**config.mk**
```make
export PLATFORM = sky130hd
export DESIGN_NAME = ls_lane_unit
export DESIGN_NICKNAME = d
export VERILOG_FILES = /design/src/rtl/ls_lane_unit.sv
export SDC_FILE = /design/constraint.sdc
export NUM_CORES = 1
export LEC_CHECK = 0
export ABC_CLOCK_PERIOD_IN_PS = 1400
export BUFFER_PORTS_ARGS = -buffer_cell sky130_fd_sc_hd__buf_2
export CAP_MARGIN = 40
export CORE_ASPECT_RATIO = 2
export CORE_MARGIN = 4
export CORE_UTILIZATION = 32
export CTS_CLUSTER_SIZE = 14
export DETAILED_ROUTE_END_ITERATION = 10
export PLACE_DENSITY = 0.8
export RECOVER_POWER = 50
export SYNTH_ARGS = -nofsm -noshare
export SYNTH_HDL_FRONTEND = slang
export SYNTH_SLANG_ARGS = --single-unit
```
**constraint.sdc**
```tcl
create_clock -name clk -period 1.4 [get_ports clk]
set_input_delay 0.07 -clock clk [delete_from_list [all_inputs] [get_ports clk]]
set_output_delay 0.07 -clock clk [all_outputs]
set_load 0.02 [all_outputs]
```
**src/rtl/ls_lane_unit.sv**
```systemverilog
module ls_lane_unit #(
  parameter int AW = 32
) (
  input  logic          clk,
  input  logic          rst_n,
  input  logic          cfg_big_endian,
  input  logic          req_valid,
  input  logic          req_write,
  input  logic [1:0]    req_size,
  input  logic          req_signed,
  input  logic [AW-1:0] req_addr,
  input  logic [31:0]   req_wdata,
  input  logic [31:0]   mem_rdata,
  output logic [AW-1:0] mem_addr,
  output logic [3:0]    mem_be,
  output logic          mem_we,
  output logic          mem_re,
  output logic [31:0]   mem_wdata,
  output logic          ld_valid,
  output logic [31:0]   ld_data,
  output logic          misalign
);
  localparam logic [1:0] SZ_B = 2'b00;
  localparam logic [1:0] SZ_H = 2'b01;
  localparam logic [1:0] SZ_W = 2'b10;

  logic       big_q;
  logic [1:0] ofs, lane_b, lane_h, lane_sel;
  logic       bad, go;
  logic [3:0] be_raw;

  logic       pend_q, sgn_q;
  logic [1:0] lane_q, size_q;
  logic [7:0] ld_b;
  logic [15:0] ld_h;

  assign ofs    = req_addr[1:0];
  assign lane_b = big_q ? ~ofs : ofs;
  assign lane_h = {big_q ^ ofs[1], 1'b0};

  assign bad = (req_size == 2'b11) ||
               (req_size == SZ_H && ofs[0]) ||
               (req_size == SZ_W && ofs != 2'b00);
  assign go       = req_valid && !bad;
  assign misalign = req_valid && bad;

  always_comb begin
    case (req_size)
      SZ_B:    be_raw = 4'b0001 << lane_b;
      SZ_H:    be_raw = 4'b0011 << lane_h;
      default: be_raw = 4'b1111;
    endcase
  end

  always_comb begin
    case (req_size)
      SZ_B:    mem_wdata = {4{req_wdata[7:0]}};
      SZ_H:    mem_wdata = {2{req_wdata[15:0]}};
      default: mem_wdata = req_wdata;
    endcase
  end

  assign mem_addr = {req_addr[AW-1:2], 2'b00};
  assign mem_be   = go ? be_raw : 4'b0000;
  assign mem_we   = go && req_write;
  assign mem_re   = go && !req_write;
  assign lane_sel = (req_size == SZ_H) ? lane_h : lane_b;

  always_ff @(posedge clk) begin
    if (!rst_n) begin
      big_q  <= cfg_big_endian;
      pend_q <= 1'b0;
      lane_q <= 2'b00;
      size_q <= SZ_W;
      sgn_q  <= 1'b0;
    end else begin
      pend_q <= mem_re;
      if (mem_re) begin
        lane_q <= lane_sel;
        size_q <= req_size;
        sgn_q  <= req_signed;
      end
    end
  end

  always_comb begin
    case (lane_q)
      2'd0:    ld_b = mem_rdata[7:0];
      2'd1:    ld_b = mem_rdata[15:8];
      2'd2:    ld_b = mem_rdata[23:16];
      default: ld_b = mem_rdata[31:24];
    endcase
  end

  assign ld_h = lane_q[1] ? mem_rdata[31:16] : mem_rdata[15:0];

  always_comb begin
    case (size_q)
      SZ_B:    ld_data = {{24{sgn_q & ld_b[7]}}, ld_b};
      SZ_H:    ld_data = {{16{sgn_q & ld_h[15]}}, ld_h};
      default: ld_data = mem_rdata;
    endcase
  end

  assign ld_valid = pend_q;
endmodule

```
==> results of run 1 <==
## per-layer routing
layer  GRT usage  vias up
li1            -     1120
met5           0        -
met1       0.178     1015
met2       0.373      147
met3      0.0596       36
met4      0.0822        6
## cells in the mapped netlist, types with 2 or more instances
master	count	area [um2]
a21boi_0	2	15.0
a21oi_1	11	55.1
a221o_1	4	40.0
a22oi_1	8	60.1
and2_1	3	18.8
buf_2	5	25.0
buf_4	44	330
clkbuf_1	11	41.3
dfxtp_1	6	120
inv_1	6	22.5
mux2_2	21	236
mux2_4	2	30.0
mux2i_1	9	90.1
nand2_1	64	240
nand2b_1	3	18.8
nand3_1	5	25.0
nor2_1	7	26.3
nor2_2	2	12.5
nor2b_1	10	62.6
nor4_1	2	12.5
nor4b_1	2	17.5
o21ai_0	18	90.1
o21ai_1	4	20.0
## timing repair
action	in CTS	in global routing
cloned	2	0
setup buffers	2	0
endpoints found under the hold margin	0	0
resized for setup	63	32
pin swaps	6	7
endpoints found under the setup margin	36	42
## state kept, by name, indices dropped and copies added (netlist names)
register	cells
big_q	1
lane_q	2
ld_valid	1
sgn_q	1
size_q	2
## final cells by class
cell class              instances  area, um2  share of cell area
multi-input cells             196       1480               0.508
repair buffers                172       1140               0.389
flip-flops and latches          7        155              0.0531
well taps                      60       75.1              0.0257
clock buffers                   4       45.0              0.0154
inverters                       6       22.5             0.00771
diodes                          1       2.50            0.000857
## report_power, final
part           internal [W]  switching [W]  leakage [nW]
Clock              0.000197      0.0000861        0.0228
Combinational      0.000453       0.000568          1.40
Sequential         0.000215      0.0000117        0.0598
## path summary, 6_finish.rpt
check,start,end,slack [ps],cells after the start
setup reg to reg,big_q,lane_q[1],70,4
hold reg to reg,lane_q[1],lane_q[1],540,1
hold / removal,cfg_big_endian,big_q,20,1
setup / recovery,lane_q[1],ld_data[23],-340,6
## through the flow
step	worst slack [ps]	hold WS [ps]
2_1_floorplan	-97.9	169
3_3_place_gp	-76.7	140
3_5_place_dp	-105	140
4_1_cts	-345	24.3
5_1_grt	-405	21.9
6_report	-337	24.8
## logic make-up (layout without fill, tap and decap cells)
family,Yosys count,count (layout)
mux,32,32
flops,7,7
other cells,1,3
simple gates,104,104
xor+xnor,1,1
compound gates,57,57
buf+inv,68,182
## critical path: cells and delay by family (launching register included)
| kind | cells | cell delay [ps] |
|---|---|---|
| DFF | 1 | 360 |
| muxes | 1 | 330 |
| and+or+nand+nor | 1 | 60 |
| AOI/OAI and AO/OA | 2 | 400 |
| buffers and inverters | 2 | 300 |
==> results.toml, run 1 <==
[worst_setup_path]
arrival_ps = 1670
cp_slowest_cell = "dfxtp_4"
worstSetupPathType = "flip-flop to output pin"
cp.required_ps = 1330
slowest_delay_ps = 360
crit_path_start_kind = "flip-flop"
path_cells = "mux2_4 > a22oi_2 > a211o_4 > buf_16 > nand2_4 > buf_6"
crit_path_max_fanout = 8
end_kind = "output pin"

[timing]
setup_viol = 36
worst_slew_pin_slew_ps = 606
worst_clock_skew_ps = 2.33
fmax_mhz = 576
rsz0062_at_grt = "yes"
finalMaxSlewViolations = 0
fin_crit_sh = 1.24
setup_slack_ps = -337
slew_headroom = 0.590
hold_violations = 0
final.setup.tns_ps = -9910
period_needed_ps = 1740

[synth]
ys_seq_area_frac = 0.0814
async_reset_ff_frac = 0
synth_cell_types = 44
syn_avg_cell_area_um2 = 6.83
synth_compound_area_frac = 0.221
synth_top_family_by_area = "simple AND/OR/NAND/NOR gates"
synth-seq-cells = 7
syn-cell-area_um2 = 1840
synthMuxAreaShare = 0.193
synth_edf_count = 1
synth-simple-area-share = 0.262
syn_inst = 270
synth_fa_ha_area_frac = 0
yosys.area_share.xor_xnor = 0.00475
synth_ff_type = "dfxtp_1"
ys_warn_count = 0

[job]
maxCapViolCount = 0

[floorplan]
start_util = 0.334
fp-row-count = 38
fp.coreArea_um2 = 5520
fp.dieW_um = 61.7
die_area_um2 = 7120
die_h_um = 115
ios = 208

[hold_path]
hold_class = "input port to flip-flop"

[outcome]
status = "complete, but fails checks"
violations = "negative setup slack"

[global_route]
grt_pass1_vias = 2184
grt_overflow = 0
antenna_found_initial = 3
grt_max_degree = 23
grt_pass1_wl_mm = 10.4
grt_usage = 0.196

[finish]
final_core_util = 0.529
syn2layout_area_growth_pct = 58.3
drive_above_1_share = 0.613
final_common_cell = "buf_2"
nFillCells = 501
finish.instance_area_um2 = 2920
fin_nets = 490
layoutNonFillerInstCount = 446
final_cell_mix = "buf_2, nand2_1, buf_4"

[detailed_routing]
drtIter0Drc = 159
viasPerCell = 5.21
drc = 0
ant_nets = 0
first_pass_iters = 4
vias = 2324
met1Wirelength_mm = 2.50
routed-wl-met2_mm = 3.95
routed_wl_mm = 7.68
wl_per_cell_um = 17.2
top_layer = "met5"
wl_met3_um = 952

[placed_design]
hpwl_mm = 6.03
placed_area_um2 = 2490
dp_cells = 437
portBuffers = 145
gp_congestion = 0.838

[power]
p_leak_nw = 1.48
ir_worst_vdd_v = 0.000383
fin_total_pwr_w = 0.00153
p_per_area_nw_per_um2 = 524

[clocking]
cts_buffers = 3
cts.sinks = 7
cts_hold_buf = 0
cts_root_buf = "clkbuf_8"
cts_tree = "yes"
h-tree-depth = 1
path_clk_slew_ps = 40
cts_buffer_depth = 2
insertion_delay_ps = 230
(Power assumes the default switching activity.)
==> run 2, diff against run 1 <==
==> constraint.sdc (replaced) <==
create_clock -name clk -period 1.4 [get_ports clk]
set_input_delay 0.21 -clock clk [delete_from_list [all_inputs] [get_ports clk]]
set_output_delay 0.21 -clock clk [all_outputs]
set_load 0.02 [all_outputs]
==> results.toml, run 2 (synthesized netlist as in run 1, its figures left out) <==
[outcome]
status = "complete, but fails checks"
violations = "negative setup slack"

[finish]
fin_nets = 510
layoutNonFillerInstCount = 466
final_cell_mix = "buf_2, nand2_1, buf_4"
reg.largest.list = "lane_q (2), size_q (2)"
final_common_cell = "buf_2"
drive_above_1_share = 0.644
syn2layout_area_growth_pct = 64.2

[clocking]
insertion_delay_ps = 220
cts.sinks = 7
cts_buffers = 3
path_clk_slew_ps = 40
cts_buffer_depth = 2
h-tree-depth = 1
cts_hold_buf = 0
cts_tree = "yes"
cts_root_buf = "clkbuf_8"

[power]
internal_power_w = 0.000891
p_comb_frac = 0.678
ir_worst_vdd_v = 0.000515
p_per_area_nw_per_um2 = 511
clkPwrFrac = 0.178
switching_share = 0.424
p_leak_nw = 1.55
seqPwrFrac = 0.145
p_switching_w = 0.000657

[global_route]
antenna_found_initial = 2
grt_usage = 0.184
grt_overflow = 0
grt_max_degree = 17
grt_pass1_wl_mm = 10.0
grt_pass1_vias = 2246

[floorplan]
fp.coreArea_um2 = 5520
fp-row-count = 38
die_area_um2 = 7120
start_util = 0.334
fp.dieW_um = 61.7
die_h_um = 115
ios = 208

[timing]
final.setup.tns_ps = -14890
rsz0062_at_grt = "yes"
holdWs_ps = 164
fmax_mhz = 529
fin_crit_sh = 1.35
worst_clock_skew_ps = 2.97
setup_viol = 36
setup_slack_ps = -492
finalMaxSlewViolations = 0
hold_violations = 0
period_needed_ps = 1890

[worst_setup_path]
worstReg2RegStart = "big_q"
worstSetupPathType = "flip-flop to output pin"
setup.worst_path.end = "ld_data[16]"
reg2reg_to = "lane_q[0]"
path_cells = "mux2_4 > a22oi_2 > a211o_4 > nand2_1 > buf_2"
reg2reg_depth = 6
end_kind = "output pin"
regToRegSetupSlack_ps = 110
arrival_ps = 1680
crit_path_max_fanout = 16
slowest_delay_ps = 360
crit_path_start_kind = "flip-flop"
cp_slowest_cell = "dfxtp_4"
startpoint = "lane_q[1]"
cp.required_ps = 1190

[detailed_routing]
drc = 0
drtIter0Drc = 88
ant_nets = 0
wl_per_cell_um = 15.2
first_pass_iters = 4
viasPerCell = 5.15
vias = 2399
routed_wl_mm = 7.10

[placed_design]
dp_cells = 456
place_ws_ps = -382
gp_congestion = 0.886
portBuffers = 145
hpwl_mm = 5.85

[hold_path]
hold_class = "input port to flip-flop"

[job]
maxCapViolCount = 0
==> run 2: power by group through the flow <==
| stage | sequential, W | combinational (W) | clock (W) |
|---|---|---|---|
| after floorplan | 0.000224 | 0.000695 | 0 |
| after global placement | 0.000227 | 0.000912 | 0 |
| after detailed placement | 0.000227 | 0.000926 | 0 |
| after CTS | 0.000224 | 0.000991 | 0.000283 |
| after global routing | 0.000225 | 0.00113 | 0.000305 |
| final | 0.000224 | 0.00105 | 0.000275 |
==> run 2: how the worst min path moves through the flow <==
stage / startpoint / to / slack [ps] / cells after the start
global route: cfg_big_endian / big_q / 150 / 1
detailed placement: cfg_big_endian / big_q / 390 / 1
global placement: cfg_big_endian / big_q / 390 / 1
CTS: cfg_big_endian / big_q / 160 / 1
floorplan: cfg_big_endian / big_q / 310 / 0
finish: cfg_big_endian / big_q / 160 / 1
==> run 2: what timing repair did <==
item / 4_1_cts / 5_1_grt
endpoints found under the hold margin: 0 / 0
pin swaps: 12 / 10
endpoints found under the setup margin: 41 / 41
buffers inserted: 3 / 2
gates resized for setup: 47 / 32
==> run 2: worst max-delay path, delay by kind of cell, from the launching register on <==
kind | cells | cell delay (ps)
AND/OR/NAND/NOR | 1 | 90
AO/OA/AOI/OAI | 2 | 500
multiplexers | 1 | 330
flip-flops | 1 | 360
buffers and inverters | 1 | 170
==> run 2: layout make-up <==
cell class,count,area (um2)
multi-input combinational,196,1500
sequential,7,155
timing repair buffer,192,1230
inverter,6,22.5
clock buffer,4,45.0
tap,60,75.1
fill,509,2490
antenna,1,2.50
==> run 2: metrics by stage <==
step,total power [W],instance area [um2],util
floorplan,0.000919,1940,-
global placement,0.00114,2640,0.479
detailed placement,0.00115,2640,0.479
CTS,0.00150,2870,0.521
global route,0.00166,3030,0.549
finish,0.00155,3030,0.549
==> run 2: layer usage <==
metal  GRT usage  up-vias  routed length, um
met5           0        -                 13
met4      0.0793        2                286
met3      0.0337       34                788
met2       0.369      135               3840
met1       0.162     1065               2170
li1            -     1163                  -
